**config.mk**
```make
export PLATFORM = sky130hd
export DESIGN_NAME = wbsr_port
export DESIGN_NICKNAME = d
export VERILOG_FILES = /design/src/rtl/wbsr_pkg.sv /design/src/rtl/wbsr_decode.sv /design/src/rtl/wbsr_hold.sv /design/src/rtl/wbsr_rdcap.sv /design/src/rtl/wbsr_slicer.sv /design/src/rtl/wbsr_port.sv
export SDC_FILE = /design/constraint.sdc
export NUM_CORES = 1
export LEC_CHECK = 0
export CORE_MARGIN = 2
export CORE_UTILIZATION = 50
export DETAILED_ROUTE_END_ITERATION = 8
export DONT_BUFFER_PORTS = 1
export PLACE_DENSITY = 0.66
export SETUP_SLACK_MARGIN = 0.3
export SLEW_MARGIN = 20
export SYNTH_ARGS = -nofsm -noshare
export SYNTH_HDL_FRONTEND = slang
export SYNTH_HIERARCHICAL = 1
export SYNTH_SLANG_ARGS = --single-unit
```
**constraint.sdc**
```tcl
create_clock -name clk_i -period 1.7 [get_ports clk_i]
set_input_delay 0 -clock clk_i [delete_from_list [all_inputs] [get_ports clk_i]]
set_output_delay 0 -clock clk_i [all_outputs]
set_load 0.02 [all_outputs]
```
**src/rtl/wbsr_pkg.sv**
```systemverilog
package wbsr_pkg;

   typedef enum logic {
      ACC_READ  = 1'b0,
      ACC_WRITE = 1'b1
   } acc_kind_e;

   function automatic int unsigned slice_count(input int unsigned word_w,
                                               input int unsigned lane_w);
      return word_w / lane_w;
   endfunction

endpackage

```
**src/rtl/wbsr_decode.sv**
```systemverilog
module wbsr_decode
   import wbsr_pkg::*;
#(
   parameter int unsigned ADDR_W   = 4,
   parameter int unsigned REG_ADDR = 5
) (
   input  logic              clk_i,
   input  logic              rst_i,
   input  logic              cyc_i,
   input  logic              stb_i,
   input  logic              we_i,
   input  logic [ADDR_W-1:0] adr_i,
   output logic              ack_o,
   output acc_kind_e         kind_o,
   output logic              wr_fire_o,
   output logic              rd_fire_o
);

   localparam logic [ADDR_W-1:0] MATCH = REG_ADDR[ADDR_W-1:0];

   if (REG_ADDR >= (64'd1 << ADDR_W)) begin : g_bad_addr
      $error("wbsr_decode: REG_ADDR does not fit in ADDR_W bits");
   end

   logic      req;
   logic      fire;
   logic      ack_q;
   acc_kind_e kind_q;

   assign req       = cyc_i & stb_i & (adr_i == MATCH);
   assign fire      = req & ~ack_q;
   assign wr_fire_o = fire & we_i;
   assign rd_fire_o = fire & ~we_i;

   always_ff @(posedge clk_i) begin
      if (rst_i) begin
         ack_q  <= 1'b0;
         kind_q <= ACC_READ;
      end else begin
         ack_q  <= fire;
         if (fire) kind_q <= we_i ? ACC_WRITE : ACC_READ;
      end
   end

   assign ack_o  = ack_q;
   assign kind_o = kind_q;

   // acknowledge lasts exactly one cycle
   a_r6_single_ack: assert property (@(posedge clk_i) disable iff (rst_i)
      ack_q |=> !ack_q);

   // acknowledge only follows a present request
   a_r6_ack_after_req: assert property (@(posedge clk_i) disable iff (rst_i)
      $rose(ack_q) |-> $past(cyc_i && stb_i && (adr_i == MATCH)));

endmodule

```
**src/rtl/wbsr_hold.sv**
```systemverilog
module wbsr_hold #(
   parameter int unsigned DATA_W = 8
) (
   input  logic              clk_i,
   input  logic              rst_i,
   input  logic              load_i,
   input  logic [DATA_W-1:0] dat_i,
   output logic [DATA_W-1:0] word_o
);

   logic [DATA_W-1:0] word_q;

   always_ff @(posedge clk_i) begin
      if (rst_i)       word_q <= '0;
      else if (load_i) word_q <= dat_i;
   end

   assign word_o = word_q;

   // held word is stable unless loaded
   a_r4_hold_stable: assert property (@(posedge clk_i) disable iff (rst_i)
      !load_i |=> $stable(word_q));

endmodule

```
**src/rtl/wbsr_rdcap.sv**
```systemverilog
module wbsr_rdcap
   import wbsr_pkg::*;
#(
   parameter int unsigned DATA_W = 8
) (
   input  logic              clk_i,
   input  logic              rst_i,
   input  logic              sample_i,
   input  logic              ack_i,
   input  acc_kind_e         kind_i,
   input  logic [DATA_W-1:0] live_i,
   output logic [DATA_W-1:0] dat_o
);

   logic [DATA_W-1:0] cap_q;

   always_ff @(posedge clk_i) begin
      if (rst_i)         cap_q <= '0;
      else if (sample_i) cap_q <= live_i;
   end

   assign dat_o = (ack_i && kind_i == ACC_READ) ? cap_q : '0;

endmodule

```
**src/rtl/wbsr_slicer.sv**
```systemverilog
module wbsr_slicer #(
   parameter int unsigned DATA_W     = 8,
   parameter int unsigned SLICE_W    = 4,
   parameter int unsigned NUM_SLICES = DATA_W / SLICE_W
) (
   input  logic [DATA_W-1:0]                   word_i,
   output logic [NUM_SLICES-1:0][SLICE_W-1:0]  lane_o
);

   for (genvar k = 0; k < NUM_SLICES; k++) begin : g_lane
      assign lane_o[k] = word_i[k*SLICE_W +: SLICE_W];
   end

endmodule

```
**src/rtl/wbsr_port.sv**
```systemverilog
module wbsr_port
   import wbsr_pkg::*;
#(
   parameter int unsigned DATA_W     = 8,
   parameter int unsigned SLICE_W    = 4,
   parameter int unsigned ADDR_W     = 4,
   parameter int unsigned REG_ADDR   = 5,
   localparam int unsigned NUM_SLICES = slice_count(DATA_W, SLICE_W)
) (
   input  logic                               clk_i,
   input  logic                               rst_i,
   input  logic                               cyc_i,
   input  logic                               stb_i,
   input  logic                               we_i,
   input  logic [ADDR_W-1:0]                  adr_i,
   input  logic [DATA_W-1:0]                  dat_i,
   output logic [DATA_W-1:0]                  dat_o,
   output logic                               ack_o,
   input  logic [DATA_W-1:0]                  usr_rd_i,
   output logic [NUM_SLICES-1:0][SLICE_W-1:0] slice_o
);

   if (SLICE_W == 0 || SLICE_W > DATA_W || (DATA_W % SLICE_W) != 0) begin : g_bad_slice
      $error("wbsr_port: SLICE_W must be nonzero and divide DATA_W");
   end

   logic              ack;
   acc_kind_e         kind;
   logic              wr_fire;
   logic              rd_fire;
   logic [DATA_W-1:0] word;

   wbsr_decode #(.ADDR_W(ADDR_W), .REG_ADDR(REG_ADDR)) u_decode (
      .clk_i(clk_i), .rst_i(rst_i), .cyc_i(cyc_i), .stb_i(stb_i),
      .we_i(we_i), .adr_i(adr_i), .ack_o(ack), .kind_o(kind),
      .wr_fire_o(wr_fire), .rd_fire_o(rd_fire)
   );

   wbsr_hold #(.DATA_W(DATA_W)) u_hold (
      .clk_i(clk_i), .rst_i(rst_i), .load_i(wr_fire),
      .dat_i(dat_i), .word_o(word)
   );

   wbsr_rdcap #(.DATA_W(DATA_W)) u_rdcap (
      .clk_i(clk_i), .rst_i(rst_i), .sample_i(rd_fire), .ack_i(ack),
      .kind_i(kind), .live_i(usr_rd_i), .dat_o(dat_o)
   );

   wbsr_slicer #(.DATA_W(DATA_W), .SLICE_W(SLICE_W), .NUM_SLICES(NUM_SLICES)) u_slicer (
      .word_i(word), .lane_o(slice_o)
   );

   assign ack_o = ack;

   // a write acknowledge shows the written data on the slices
   a_r3_write_lands: assert property (@(posedge clk_i) disable iff (rst_i)
      (ack_o && $past(we_i)) |-> (slice_o == $past(dat_i)));

   // a read acknowledge returns the live input seen at the request
   a_r2_read_value: assert property (@(posedge clk_i) disable iff (rst_i)
      (ack_o && !$past(we_i)) |-> (dat_o == $past(usr_rd_i)));

   // no read data during a write acknowledge or an idle cycle
   a_r8_dat_quiet: assert property (@(posedge clk_i) disable iff (rst_i)
      (!ack_o || $past(we_i)) |-> (dat_o == '0));

   // a mismatched address never produces an acknowledge
   a_r7_miss_no_ack: assert property (@(posedge clk_i) disable iff (rst_i)
      (cyc_i && stb_i && adr_i != REG_ADDR[ADDR_W-1:0]) |=> !ack_o);

endmodule

```
# After elaboration in Yosys (flattened, before gate mapping)
# Cells that the tools add are included.
# classes
n_eq_ne	1
addsub	0
n_bitwise	8
n_shift	0
order_cmp	0
n_div	0
n_reduce_logical	1
muxes	2
mul	0
# op_table
cell	count
8-bit 2-to-1 mux	1
1-bit bitwise AND	5
4-bit by 3-bit == test with 1-bit output (second input constant)	1
1-bit inverter	3
1-bit logical AND	1
1-bit 2-to-1 mux	1
# word_totals
romBits	0
n_memories	0
reg_bits	18
input_bits	25
ramBits	0
out_inout_bits	17
word_cells	16
latchBits	0

# Depth between registers and ports, before layout
# logic_depth
word_depth	4
mapped_depth	6
mapped_depth_nobuf	5

# By module
# The synthesis kept the hierarchy.
# by_module_without_submodules
module	area_each_um2	instances	seq_area_each_um2	cells_per_inst
wbsr_rdcap	344.1	1	160.2	35
wbsr_hold	285.3	1	160.2	26
wbsr_decode	105.1	1	40.0	11
wbsr_slicer	60.1	1	0.0	8

# Worst setup path after synthesis
# OpenSTA, ideal clock, no wires.
# synth_timing
kind	register to register
startpoint	register u_decode.ack_q, in the netlist u_decode/ack_o
endpoint	register u_hold.word_q[0], in the netlist u_hold/word_o[0]
stages_incl_launch_ff	7
t_arrival_ps	1279
period_less_slack_ps	1403
setup_ps	124
path_slack_ps	297
required_time_ps	1576
path_buffers	1
cell_sequence	dfxtp_1 -> and4bb_1 -> nand4b_2 -> nor2_1 -> buf_6 -> mux2i_1 -> nor2_1
# synth_between
elab_chain_len	3
# synth_lines
item	line	text
start: declaration	wbsr_decode.sv:27	logic ack_q;
start signal: assignment	wbsr_decode.sv:40	ack_q <= fire;
1-bit inverter	wbsr_decode.sv:31	assign fire = req & ~ack_q;
1-bit bitwise AND	wbsr_decode.sv:31	
1-bit bitwise AND	wbsr_decode.sv:32	assign wr_fire_o = fire & we_i;
via wr_fire	wbsr_port.sv:29	logic wr_fire;
end signal: assignment	wbsr_hold.sv:15	else if (load_i) word_q <= dat_i;
end: declaration	wbsr_hold.sv:11	logic [DATA_W-1:0] word_q;
# The timed path passes the listed nets, and every way through them passes these cells.
# A chain may end at the register's enable or synchronous reset.

# Final worst setup path
# layout_timing
startpoint	register u_decode.ack_q, in the netlist u_decode/ack_o
endpoint	register u_rdcap.cap_q[0]
# layout_between
elab_chain_len	3
# layout_lines
item	line	text
1-bit inverter	wbsr_decode.sv:31	
1-bit bitwise AND	wbsr_decode.sv:31	
1-bit bitwise AND	wbsr_decode.sv:33	assign rd_fire_o = fire & ~we_i;
via rd_fire	wbsr_port.sv:30	logic rd_fire;
end signal: assignment	wbsr_rdcap.sv:19	else if (sample_i) cap_q <= live_i;
end: declaration	wbsr_rdcap.sv:15	logic [DATA_W-1:0] cap_q;
# The timed path passes the listed nets, and every way through them passes these cells.

==> impl_metrics.csv <==
group,metric,value,unit
grt,first_global_vias,476,
finish,final_cell_mix,"17 x nor2_1, 17 x mux2i_1, 17 x dfxtp_1",
clock_tree,cts_buffer_depth,2,
drt,drt_wl_total,1.277,mm
clock_tree,ctsRootBufferMaster,"clkbuf_4",
floorplan,core,1506,um2
drt,via_per_inst,5.245,
drt,vias,493,
sta,clock.fmax,688.7,MHz
setup_path,critical_path_class,"reg -> reg",
sta,period_share,85.42,%
yosys,synth-compound-area-share,0,%
drt,drt_iter0_markers,5,
setup_path,r2r_cells,6,
sta,holdWs,-0.2285,ns
yosys,ys_seq_elements,18,
grt,grt_max_degree,20,
setup_path,crit_family,"simple AND/OR/NAND/NOR gates",
floorplan,rows,14,
yosys,seq_area_frac_synth,45.35,%
setup_path,cp.buffers_inverters,1,
grt,grt_pass1_wl,2.028,mm
setup_path,crit_cells,6,
run,cap_viol_max_count,0,
setup_path,critPathLaunchType,"register",
floorplan,fp.dieW,43.86,um
setup_path,max_stage_delay,0.38,ns
clock_tree,cts_inserted_buffers,3,
setup_path,path_cells,"and4bb_1 -> nand4b_4 -> nor2_2 -> buf_6 -> mux2i_1 -> nor2_1",
clock_tree,clock_latency,0.28,ns
drt,drt-pass1-iter-count,2,
status,status,"finished with violations",
clock_tree,cts_num_sinks,18,
floorplan,die_y,43.86,um
yosys,muxShareOfSynthArea,21.42,%
yosys,synthCells,80,
yosys,syn_area_per_cell,9.931,um2
clock_tree,cts-hold-fix-buffers,3,
yosys,synthAdderAreaFrac,0,%
yosys,syn_nets,105,
sta,tightest_slew,0.2669,ns
sta,drv_slew,0,
finish,nets,104,
setup_path,end_kind,"register",
setup_path,r2r-start,"u_decode/ack_o",
place,dpl.hpwl,904,um
floorplan,dieArea,1924,um2
yosys,synth_area,794.5,um2
clock_tree,clk_pin_slew,0.10,ns
sta,fin_ws,0.2479,ns
yosys,ys_types,12,
setup_path,crit_slowest_cell,"dfxtp_4",
power_and_ir_drop,p_leak,0.3103,nW
floorplan,pin_count,42,
setup_path,crit_fanout,8,
drt,drc,0,
sta,rsz0062_at_grt,"true",
drt,antenna_left,0,
min_path,worstHoldPathCells,1,
setup_path,critPathRequiredTime,1.88,ns
setup_path,regToRegSetupSlack,0.25,ns
clock_tree,cts_tree,"yes",
yosys,synth-xor-area-share,0,%
min_path,worstHoldPathType,"in -> reg",
setup_path,r2r-end,"u_rdcap/cap_q[0]",
sta,skew,0.005491,ns
grt,antenna_found_initial,0,
setup_path,cp.arrival,1.64,ns
drt,wl_per_cell,13.59,um
finish,synthToLayoutAreaGrowth,6.614,%
setup_path,crit_end,"u_rdcap/cap_q[0]",
grt,grt_overflow,0,
floorplan,initial_core_util,52.74,%
power_and_ir_drop,irDropWorstVdd,0.4352,mV
grt,grt.total_usage,14.14,%
status,violations,"hold timing",
place,routabilityCongestion,0.5633,
sta,setup_viol,0,
sta,finalCriticalPeriod,1.452,ns
sta,slew_headroom,82.13,%
yosys,synth_simple_gate_area_share,21.42,%
power_and_ir_drop,power_density,813.1,nW/um2
place,pre_cts_slack,0.2101,ns
finish,n_antenna_cell,0,
sta,hold_viol,17,
clock_tree,cts_htree_levels,1,
yosys,ys_warn_count,6,
finish,drive_above_1_share,15.38,%
yosys,synth_top_family_by_area,"simple AND/OR/NAND/NOR gates",
setup_path,startpoint,"u_decode/ack_o",
sta,setup_tns,0,ns
place,portBuffers,0,
cells in the mapped netlist (all sizes together):
| cell type | n | area, um2 |
|---|---|---|
| mux2i | 17 | 170.2 |
| inv | 1 | 3.750 |
| nand4b | 1 | 15.01 |
| buf | 12 | 90.09 |
| and2 | 8 | 50.05 |
| dfxtp | 18 | 360.4 |
| nor2 | 19 | 71.32 |
| and4bb | 1 | 12.51 |
| nor2b | 1 | 8.760 |
| nand2b | 2 | 12.51 |
how the worst min path moves through the flow:
stage / slack [ns] / to / start
5_1_grt: -0.24 / u_rdcap/cap_q[1] / rst_i
6_report: -0.23 / u_rdcap/cap_q[1] / rst_i
3_5_place_dp: 0.08 / u_hold/word_o[1] / rst_i
2_1_floorplan: 0.06 / u_decode/ack_o / rst_i
3_3_place_gp: 0.07 / u_decode/ack_o / rst_i
4_1_cts: -0.24 / u_decode/ack_o / rst_i
logic make-up (layout without fill, tap and decap cells):
family | count (synthesis) | in the layout
flip-flops | 18 | 18
buffers and inverters | 13 | 11
multiplexers | 17 | 17
AND/OR/NAND/NOR | 32 | 32
area by class of cell:
| type | count | area [um2] |
|---|---|---|
| Tap cell | 16 | 20.02 |
| Fill cell | 150 | 659.4 |
| Inverter | 1 | 3.754 |
| Clock buffer | 4 | 36.28 |
| Multi-Input combinational cell | 49 | 359.1 |
| Timing Repair Buffer | 6 | 63.81 |
| Sequential cell | 18 | 364.1 |
per-stage QoR:
stage,instance area (um2),std cells,power [mW],utilization [%]
floorplan,795.8,80,0.4501,-
global placement,740.7,86,0.4450,49.17
detailed placement,740.7,86,0.4453,49.17
CTS,838.3,94,0.7011,55.65
global route,847.1,94,0.7198,56.23
finish,847.1,94,0.6888,56.23
power breakdown:
group	internal, mW	switching [mW]	leakage, nW
clock	0.130	0.118	0.0210
sequential	0.422	0.00209	0.146
combinational	0.0110	0.00610	0.143
timing repair:
item / in CTS / in global routing
pin swaps: 4 / 5
buffers inserted: 1 / 0
gates resized for setup: 6 / 2
endpoints found under the setup margin: 16 / 16
cloned: 0 / 0
hold endpoints to repair: 18 / 17
per-layer routing:
metal / track usage, % / up-vias / wire [um]
li1: - / 246 / -
met1: 16.80 / 222 / 528
met2: 22.65 / 23 / 606
met3: 4.583 / 2 / 132
met4: 7.273 / 0 / 9
met5: 0 / - / 0
state kept, by name, summed over array words and instances, names as in the netlist:
| name | cells |
|---|---|
| u_hold/word_o | 8 |
| u_rdcap/cap_q | 8 |
| u_decode/ack_o | 1 |
| u_decode/kind_o | 1 |
Power figures use the tool's default switching activity.
